**src/rtl/sdl_pkg.sv**
```systemverilog
package sdl_pkg;

    localparam int CTRL_W = 2;

    typedef enum logic [CTRL_W-1:0] {
        TGT_REF2  = 2'b00,
        TGT_REF1  = 2'b01,
        TGT_MAIN2 = 2'b10,
        TGT_MAIN1 = 2'b11
    } target_e;

    localparam int NUM_TGT = 1 << CTRL_W;

    function automatic int max2(input int a, input int b);
        return (a > b) ? a : b;
    endfunction

    // Payload bits needed: largest of the reference and main word layouts.
    function automatic int payload_bits(input int ref_w, input int mode_w,
                                        input int m1_w, input int m2_w);
        return max2(ref_w + mode_w, max2(m1_w + 2, m2_w + 2));
    endfunction

endpackage

```
**src/rtl/sdl_shifter.sv**
```systemverilog
module sdl_shifter #(
    parameter int SR_W = 22
) (
    input  logic            clk,
    input  logic            rst,
    input  logic            ser_clk,
    input  logic            ser_data,
    input  logic            ser_le,
    output logic [SR_W-1:0] sr,
    output logic            commit
);
    logic clk_q, clk_qq, dat_q, le_q, le_qq;
    logic shift_evt;

    assign shift_evt = clk_q & ~clk_qq;
    assign commit    = le_q & ~le_qq;

    always_ff @(posedge clk) begin
        if (rst) begin
            clk_q  <= 1'b0;
            clk_qq <= 1'b0;
            dat_q  <= 1'b0;
            le_q   <= 1'b0;
            le_qq  <= 1'b0;
            sr     <= '0;
        end else begin
            clk_q  <= ser_clk;
            clk_qq <= clk_q;
            dat_q  <= ser_data;
            le_q   <= ser_le;
            le_qq  <= le_q;
            if (commit)
                sr <= '0;
            else if (shift_evt)
                sr <= {sr[SR_W-2:0], dat_q};
        end
    end

    AST_SR_CLEARED: assert property (@(posedge clk) disable iff (rst)
        commit |=> (sr == '0));

    AST_SR_IDLE_HOLD: assert property (@(posedge clk) disable iff (rst)
        (!shift_evt && !commit) |=> $stable(sr));

endmodule

```
**src/rtl/sdl_decode.sv**
```systemverilog
module sdl_decode
    import sdl_pkg::*;
(
    input  logic               commit,
    input  logic [CTRL_W-1:0]  ctrl,
    output logic [NUM_TGT-1:0] sel
);
    target_e tgt;

    assign tgt = target_e'(ctrl);

    always_comb begin
        sel = '0;
        if (commit) begin
            case (tgt)
                TGT_REF2:  sel[TGT_REF2]  = 1'b1;
                TGT_REF1:  sel[TGT_REF1]  = 1'b1;
                TGT_MAIN2: sel[TGT_MAIN2] = 1'b1;
                TGT_MAIN1: sel[TGT_MAIN1] = 1'b1;
                default:   sel = '0;
            endcase
        end
    end

    always_comb begin
        assert ($onehot0(sel)); // AST_ONE_TARGET
    end

endmodule

```
**src/rtl/sdl_chan_latch.sv**
```systemverilog
module sdl_chan_latch #(
    parameter int PAY_W  = 20,
    parameter int REF_W  = 15,
    parameter int MODE_W = 5,
    parameter int MAIN_W = 18
) (
    input  logic              clk,
    input  logic              rst,
    input  logic              ld_ref,
    input  logic              ld_main,
    input  logic [PAY_W-1:0]  payload,
    output logic [REF_W-1:0]  ref_div,
    output logic [MODE_W-1:0] mode,
    output logic [MAIN_W-1:0] main_div,
    output logic              presc_hi,
    output logic              run
);
    always_ff @(posedge clk) begin
        if (rst) begin
            ref_div <= '0;
            mode    <= '0;
        end else if (ld_ref) begin
            ref_div <= payload[REF_W-1:0];
            mode    <= payload[REF_W+MODE_W-1:REF_W];
        end
    end

    always_ff @(posedge clk) begin
        if (rst) begin
            main_div <= '0;
            presc_hi <= 1'b0;
            run      <= 1'b0;
        end else if (ld_main) begin
            main_div <= payload[MAIN_W-1:0];
            presc_hi <= payload[MAIN_W];
            run      <= payload[MAIN_W+1];
        end
    end

    AST_HOLD_NO_LOAD: assert property (@(posedge clk) disable iff (rst)
        !(ld_ref || ld_main) |=> $stable({ref_div, mode, main_div, presc_hi, run}));

    AST_REF_SPARES_MAIN: assert property (@(posedge clk) disable iff (rst)
        (ld_ref && !ld_main) |=> $stable({main_div, presc_hi, run}));

endmodule

```
**src/rtl/sdl_loader.sv**
```systemverilog
module sdl_loader
    import sdl_pkg::*;
#(
    parameter int REF_W   = 15,
    parameter int MODE_W  = 5,
    parameter int MAIN1_W = 18,
    parameter int MAIN2_W = 15
) (
    input  logic               clk,
    input  logic               rst,
    input  logic               ser_clk,
    input  logic               ser_data,
    input  logic               ser_le,
    output logic [REF_W-1:0]   ch1_ref_div,
    output logic [MODE_W-1:0]  ch1_mode,
    output logic [MAIN1_W-1:0] ch1_main_div,
    output logic               ch1_presc_hi,
    output logic               ch1_pwdn,
    output logic [REF_W-1:0]   ch2_ref_div,
    output logic [MODE_W-1:0]  ch2_mode,
    output logic [MAIN2_W-1:0] ch2_main_div,
    output logic               ch2_presc_hi,
    output logic               ch2_pwdn
);
    localparam int PAY_W    = payload_bits(REF_W, MODE_W, MAIN1_W, MAIN2_W);
    localparam int SR_W     = PAY_W + CTRL_W;
    localparam int MAIN_MAX = max2(MAIN1_W, MAIN2_W);

    logic [SR_W-1:0]    sr;
    logic               commit;
    logic [NUM_TGT-1:0] sel;

    logic [1:0][REF_W-1:0]    ref_arr;
    logic [1:0][MODE_W-1:0]   mode_arr;
    logic [1:0][MAIN_MAX-1:0] main_arr;
    logic [1:0]               presc_arr;
    logic [1:0]               run_arr;

    sdl_shifter #(.SR_W(SR_W)) u_shift (
        .clk      (clk),
        .rst      (rst),
        .ser_clk  (ser_clk),
        .ser_data (ser_data),
        .ser_le   (ser_le),
        .sr       (sr),
        .commit   (commit)
    );

    sdl_decode u_dec (
        .commit (commit),
        .ctrl   (sr[CTRL_W-1:0]),
        .sel    (sel)
    );

    // Index 0 is channel 1, index 1 is channel 2.
    for (genvar i = 0; i < 2; i++) begin : g_ch
        localparam int      MW       = (i == 0) ? MAIN1_W : MAIN2_W;
        localparam target_e REF_CODE = (i == 0) ? TGT_REF1  : TGT_REF2;
        localparam target_e MAIN_CODE = (i == 0) ? TGT_MAIN1 : TGT_MAIN2;

        logic [MW-1:0] main_q;

        sdl_chan_latch #(
            .PAY_W  (PAY_W),
            .REF_W  (REF_W),
            .MODE_W (MODE_W),
            .MAIN_W (MW)
        ) u_lat (
            .clk      (clk),
            .rst      (rst),
            .ld_ref   (sel[REF_CODE]),
            .ld_main  (sel[MAIN_CODE]),
            .payload  (sr[SR_W-1:CTRL_W]),
            .ref_div  (ref_arr[i]),
            .mode     (mode_arr[i]),
            .main_div (main_q),
            .presc_hi (presc_arr[i]),
            .run      (run_arr[i])
        );

        assign main_arr[i] = MAIN_MAX'(main_q);
    end

    assign ch1_ref_div  = ref_arr[0];
    assign ch1_mode     = mode_arr[0];
    assign ch1_main_div = main_arr[0][MAIN1_W-1:0];
    assign ch1_presc_hi = presc_arr[0];
    assign ch1_pwdn     = ~run_arr[0];
    assign ch2_ref_div  = ref_arr[1];
    assign ch2_mode     = mode_arr[1];
    assign ch2_main_div = main_arr[1][MAIN2_W-1:0];
    assign ch2_presc_hi = presc_arr[1];
    assign ch2_pwdn     = ~run_arr[1];

    AST_CH1_SINGLE_TARGET: assert property (@(posedge clk) disable iff (rst)
        (sel[TGT_REF1] || sel[TGT_MAIN1]) |-> !(sel[TGT_REF2] || sel[TGT_MAIN2]));

endmodule

```
**config.mk**
```make
export PLATFORM = sky130hd
export DESIGN_NAME = sdl_loader
export DESIGN_NICKNAME = d
export VERILOG_FILES = /design/src/rtl/sdl_pkg.sv /design/src/rtl/sdl_shifter.sv /design/src/rtl/sdl_decode.sv /design/src/rtl/sdl_chan_latch.sv /design/src/rtl/sdl_loader.sv
export SDC_FILE = /design/constraint.sdc
export NUM_CORES = 1
export LEC_CHECK = 0
export ABC_AREA = 1
export BUFFER_PORTS_ARGS = -buffer_cell sky130_fd_sc_hd__buf_2
export CORE_MARGIN = 1
export CORE_UTILIZATION = 39
export DETAILED_ROUTE_END_ITERATION = 6
export GPL_ROUTABILITY_DRIVEN = 0
export PLACE_DENSITY_LB_ADDON = 0.08
export SYNTH_ARGS = -nofsm -noshare
export SYNTH_HDL_FRONTEND = slang
export SYNTH_HIERARCHICAL = 1
export SYNTH_SLANG_ARGS = --single-unit
```
**constraint.sdc**
```tcl
create_clock -name clk -period 1.38 [get_ports clk]
set_input_delay 0.207 -clock clk [delete_from_list [all_inputs] [get_ports clk]]
set_output_delay 0.207 -clock clk [all_outputs]
set_load 0.02 [all_outputs]
```
==> run_results.csv, run 1 <==
group,metric,value,unit
status,status,"finished, final reports clean",
setup_path,path_class,"reg2reg",
global_route,grt_start_max_net_pins,41,
setup_path,cp-endpoint,"g_ch[1].u_lat/main_div[11]$_SDFFE_PP0P_",
floorplanning,die_w,105,um
floorplanning,ios,82,
floorplanning,die_y,105,um
place,place_area,0.00454,sq mm
clock_network,cts_tree,"built",
floorplanning,dieArea,0.0109,sq mm
clock_network,numCtsBuffers,9,
place,dp_hpwl,6.01,mm
clock_network,clk_transition_reported_paths,90,ps
detailed_routing,drc,0,
sta,tightest_slew,417,ps
floorplanning,core,0.0103,sq mm
cells_and_area,final_area,0.00473,sq mm
sta,finalSetupViolations,0,
synthesis,synth.distinct_cells,12,
job,cap_violations,0,
clock_network,worstSkewPairLatency,360,ps
sta,hold_viol,0,
detailed_routing,vias_per_cell,4.45,
place,numPortBuffers,81,
cells_and_area,final_nets,654,
pwr,p_sw,0.00130,W
setup_path,r2r-start,"u_shift/le_q$_SDFF_PP0_",
clock_network,cts.repair.resized,0,
global_route,antenna_found_initial,0,
cells_and_area,synthToLayoutAreaGrowth,15.5,%
pwr,leakagePower,2.08,nW
sta,grt_setup_unrepaired,"false",
clock_network,cts.htree.levels,3,
setup_path,end_kind,"flop",
setup_path,cp_max_fo,34,
clock_network,clock_path_buffers,2,
clock_network,cts-root-buf,"clkbuf_8",
detailed_routing,first_iter_violations,161,
pwr,swShare,0.243,
detailed_routing,wl_per_cell,11.1,um
detailed_routing,drtPass1Iterations,5,
sta,tns,0,ps
synthesis,ys.warnings.count,6,
synthesis,syn-num-nets,583,
cells_and_area,n_fill_cell,1144,
pwr,comb_power_share,0.068,
setup_path,r2r-end,"g_ch[1].u_lat/main_div[11]$_SDFFE_PP0P_",
sta,slew_viol_final,0,
synthesis,syn-cell-area,0.00410,sq mm
synthesis,seq_area_frac_synth,0.508,
cells_and_area,drive_gt1_frac,0.178,
setup_path,rr_worst_depth,8,
sta,fin_crit,1230,ps
synthesis,yosys_most_used_dff,"dfxtp_1",
global_route,grt_util_all_layers,0.167,
cells_and_area,utilization,0.460,
pwr,power.internal,0.00404,W
synthesis,syn_area_per_cell,7.09,sq um
pwr,ir_worst_vdd,0.000467,V
hold_path,worstHoldPathType,"in2reg",
pwr,power_density,1130,mW/mm^2
global_route,grt_pass1_vias,3105,
global_route,grt_remaining_overflow,0,
floorplanning,placementRows,37,
clock_network,cts.sinks,104,
setup_path,r2r_slack,150,ps
detailed_routing,via_count,3514,
sta,maxSlewHeadroom,0.721,
cells_and_area,n_antenna_cell,0,
synthesis,synthCells,578,
pwr,seq_power_share,0.575,
global_route,grt_first_pass_wirelength,14.9,mm
synthesis,synth_top_area_share,0.508,
synthesis,synth_edf_count,0,
synthesis,ys_ff_latch,104,
setup_path,crit_path_start,"u_shift/le_q$_SDFF_PP0_",
sta,fmaxAchievable,810,MHz
detailed_routing,antenna_left,0,
sta,skew,6.44,ps
pwr,clock_power_share,0.357,
synthesis,netlist_top_cells_area,"dfxtp_1 (51%), nand2_1 (16%), nor2_1 (15%)",
setup_path,worstPathRequired,1640,ps
sta,fin_crit_sh,0.894,
synthesis,yosysMostFrequentCell,"nand2_1",
clock_network,cts.hold.buffers_added,0,
clock_network,post_cts_buffers,0,
setup_path,arrival,1500,ps
synthesis,netlist_top_cells_count,"nand2_1 (180), nor2_1 (159), dfxtp_1 (104), inv_1 (54)",
setup_path,critPathLaunchType,"flop",
detailed_routing,drt-total-wl,8.78,mm
floorplanning,start_util,0.399,
synthesis,synth-async-reset-ratio,0,
synthesis,synth_top_area_cell,"dfxtp_1",
how the worst min path moves through the flow:
stage | cells past startpoint | end | from | slack, ps
finish | 3 | u_shift/le_q$_SDFF_PP0_ | ser_le | 50
global route | 3 | u_shift/dat_q$_SDFF_PP0_ | ser_data | 40
CTS | 3 | u_shift/dat_q$_SDFF_PP0_ | ser_data | 30
detailed placement | 2 | u_shift/le_qq$_SDFF_PP0_ | u_shift/le_q$_SDFF_PP0_ | 420
global placement | 2 | u_shift/le_qq$_SDFF_PP0_ | u_shift/le_q$_SDFF_PP0_ | 410
floorplan | 1 | u_shift/clk_q$_SDFF_PP0_ | rst | 280
layer usage:
layer	share of wire	track usage	wire, um	vias up
met4	0.017	0.0765	151	0
met1	0.53	0.258	4690	1579
met2	0.41	0.226	3610	74
met5	0	0	0	-
met3	0.038	0.0232	335	11
li1	-	-	-	1850
kinds of logic after synthesis:
kind of cell	after synthesis	synth area share
compound gates	22	0.0269
buf+inv	86	0.120
simple gates	366	0.345
flops	104	0.508
cells in the final DEF (no fill, tap or decap):
cell type	count
a21oi_1	22
buf_12	5
buf_2	81
buf_4	5
bufinv_16	1
clkbuf_8	10
clkinv_2	1
clkinvlp_4	3
dfxtp_1	104
inv_1	54
inv_2	1
nand2_1	180
nand2_2	1
nand3_1	22
nor2_1	155
nor2_2	8
worst max-delay path, stage by stage, from the launching register on:
cell and delay, ps:
dfxtp_1 340, nand2_1 70, inv_1 60, nand2_1 80
nor2_2 190, buf_12 210, nand2_1 80, nand2_1 70
nor2_1 40
flip-flops by register name, indices dropped and copies added (netlist names):
| register | cells |
|---|---|
| g_ch.u_lat/main_div | 33 |
| g_ch.u_lat/mode | 10 |
| g_ch.u_lat/presc_hi | 2 |
| g_ch.u_lat/ref_div | 30 |
| g_ch.u_lat/run | 2 |
| u_shift/clk_q | 1 |
| u_shift/clk_qq | 1 |
| u_shift/dat_q | 1 |
| u_shift/le_q | 1 |
| u_shift/le_qq | 1 |
| u_shift/sr | 22 |
layout make-up:
class                      count  area [sq um]  share of cell area
clock buffer                  10           138              0.0291
clock inverter                 5          57.6              0.0122
inverter                      55           206              0.0436
multi-input combinational    388          1530               0.324
sequential                   104          2080               0.440
tap                          136           170              0.0360
timing repair buffer          91           543               0.115
power by group through the flow:
| stage | clock network (W) | logic [W] | registers, W |
|---|---|---|---|
| finish | 0.00191 | 0.000364 | 0.00307 |
| global route | 0.00210 | 0.000410 | 0.00308 |
| CTS | 0.00197 | 0.000368 | 0.00307 |
| detailed placement | 0 | 0.000367 | 0.00314 |
| global placement | 0 | 0.000364 | 0.00314 |
| floorplan | 0 | 0.000234 | 0.00319 |
through the flow:
step,std cells,setup WS [ps],total power [W],hold slack (ps)
floorplan,578,187,0.00342,278
global placement,774,170,0.00351,411
detailed placement,774,154,0.00351,417
CTS,789,131,0.00541,30.7
global route,789,2.98,0.00559,38.2
finish,789,146,0.00534,46.8
Note: power is estimated with default switching activity, not from simulation.
==> inputs of run 2 (changes only) <==
--- a/config.mk
+++ b/config.mk
@@ -9,3 +9,3 @@
 export BUFFER_PORTS_ARGS = -buffer_cell sky130_fd_sc_hd__buf_2
-export CORE_MARGIN = 1
+export CORE_MARGIN = 2
 export CORE_UTILIZATION = 39
==> constraint.sdc (replaced) <==
create_clock -name clk -period 1.38 [get_ports clk]
set_input_delay 0.069 -clock clk [delete_from_list [all_inputs] [get_ports clk]]
set_output_delay 0.069 -clock clk [all_outputs]
set_load 0.02 [all_outputs]
==> run_results.csv, run 2 (synthesized netlist as in run 1, its figures left out) <==
group,metric,value,unit
cells_and_area,final_cell_mix,"nand2_1 (180), nor2_1 (155), dfxtp_1 (103), buf_2 (81), inv_1 (54)",
hold_path,worstHoldPathType,"reg2reg",
global_route,grt_pass1_vias,3170,
global_route,grt_first_pass_wirelength,15.0,mm
pwr,power_density,1120,mW/mm^2
setup_path,r2r-end,"g_ch[1].u_lat/main_div[11]$_SDFFE_PP0P_",
cells_and_area,drive_gt1_frac,0.180,
setup_path,rr_worst_depth,9,
sta,tns,0,ps
floorplanning,ios,82,
sta,finalSetupViolations,0,
sta,skew,10.8,ps
setup_path,cpMaxStageDelayCell,"dfxtp_1",
sta,fin_crit,1270,ps
floorplanning,start_util,0.399,
clock_network,clock_path_buffers,2,
hold_path,min_from,"u_shift/le_q$_SDFF_PP0_",
sta,slew_viol_final,0,
setup_path,cp-endpoint,"g_ch[1].u_lat/main_div[11]$_SDFFE_PP0P_",
detailed_routing,drc,0,
cells_and_area,synthToLayoutAreaGrowth,17.6,%
global_route,grt-busiest-layer,"met2",
setup_path,end_kind,"flop",
pwr,leakagePower,2.12,nW
setup_path,r2r-start,"u_shift/le_qq$_SDFF_PP0_",
detailed_routing,vias_per_cell,4.37,
clock_network,cts-root-buf,"clkbuf_8",
global_route,grtUsageMet3,0.0319,
detailed_routing,drtPass1Iterations,4,
setup_path,cp_max_fo,34,
cells_and_area,regArea,0.00208,sq mm
setup_path,worstPathRequired,1640,ps
sta,fin_crit_sh,0.923,
sta,tightest_slew,421,ps
clock_network,post_cts_buffers,0,
sta,hold_viol,0,
sta,maxSlewHeadroom,0.718,
setup_path,arrival,1540,ps
floorplanning,placementRows,37,
cells_and_area,final_nets,662,
cells_and_area,multi_input_area,0.00153,sq mm
setup_path,path_common_cell,"nand2_1",
global_route,antenna_found_initial,0,
pwr,ir_worst_vdd,0.000517,V
sta,fmaxAchievable,785,MHz
place,numPortBuffers,81,
detailed_routing,antenna_left,0,
setup_path,r2r_slack,110,ps
setup_path,critPathLaunchType,"flop",
detailed_routing,wl_per_cell,11.2,um
setup_path,crit_path_start,"u_shift/le_qq$_SDFF_PP0_",
detailed_routing,via_count,3489,
status,status,"finished, final reports clean",
place,dp_hpwl,6.09,mm
floorplanning,die_y,107,um
clock_network,numCtsBuffers,9,
global_route,grt_remaining_overflow,0,
cells_and_area,n_fill_cell,1109,
global_route,met2_usage,0.236,
floorplanning,core,0.0103,sq mm
cells_and_area,mostFrequentLayoutCell,"nand2_1",
setup_path,max_stage_delay,310,ps
clock_network,worstSkewPairLatency,360,ps
global_route,grt_util_all_layers,0.162,
floorplanning,die_w,107,um
clock_network,clk_transition_reported_paths,100,ps
global_route,grt_start_max_net_pins,41,
clock_network,cts.sinks,104,
detailed_routing,drt-total-wl,8.97,mm
global_route,gr-usage-met1,0.235,
floorplanning,dieArea,0.0113,sq mm
detailed_routing,first_iter_violations,173,
setup_path,path_class,"reg2reg",
cells_and_area,largest_register,"g_ch.u_lat/main_div",
sta,grt_setup_unrepaired,"true",
cells_and_area,n_antenna_cell,0,
job,cap_violations,0,
cells_and_area,largest_register_ffs,33,
cells_and_area,top_regs,"g_ch.u_lat/main_div (33), g_ch.u_lat/ref_div (30), u_shift/sr (22)",
cells_and_area,utilization,0.469,
clock_network,cts.htree.levels,3,
clock_network,cts_tree,"built",
setup_path,path_cells,"inv_1, nand2_1, inv_1, nand2_1, nor2_2, buf_12, nand2_1, nand2_1, nor2_1",
==> run 2: cell type report <==
class / instances / area share
clock buffer: 10 / 0.0286
timing repair buffer: 99 / 0.129
tap: 136 / 0.0353
sequential: 104 / 0.432
inverter: 55 / 0.0428
clock inverter: 6 / 0.0140
multi-input combinational: 388 / 0.318
==> run 2: what timing repair did <==
item	in CTS	in global routing
hold buffers	7	0
hold endpoints to repair	5	0
endpoints found under the setup margin	0	8
gates resized for setup	0	1
==> run 2: stage by stage <==
stage / area, sq um / std cells / hold slack [ps] / power (W) / setup slack (ps)
after floorplan: 4100 / 578 / 140 / 0.00342 / 187
after global placement: 4540 / 775 / 272 / 0.00351 / 157
after detailed placement: 4540 / 775 / 280 / 0.00351 / 138
after CTS: 4820 / 798 / 433 / 0.00550 / 103
after global routing: 4820 / 798 / 466 / 0.00564 / -1.43
final: 4820 / 798 / 431 / 0.00540 / 106
==> run 2: worst min-delay path by stage <==
stage | to | cells after the start
global placement | u_shift/dat_q$_SDFF_PP0_ | 3
CTS | u_shift/le_qq$_SDFF_PP0_ | 2
detailed placement | u_shift/dat_q$_SDFF_PP0_ | 3
finish | u_shift/le_qq$_SDFF_PP0_ | 2
global route | u_shift/le_qq$_SDFF_PP0_ | 2
floorplan | u_shift/clk_q$_SDFF_PP0_ | 1
==> run 2: critical path, delay by kind of cell, from the launching register on <==
family | cells | cell delay [ps]
simple gates | 6 | 540
buf+inv | 3 | 320
flops | 1 | 310
==> run 2: routing by layer <==
metal	vias to the layer above	routed length [um]
met5	-	0
met4	0	147
met3	12	424
met2	68	3600
met1	1545	4800
li1	1864	-
==> run 2: report_power, final <==
part / switching, W / internal, W
clock network: 0.00105 / 0.000895
logic: 0.000244 / 0.000136
registers: 0.0000246 / 0.00305
total: 0.00132 / 0.00408
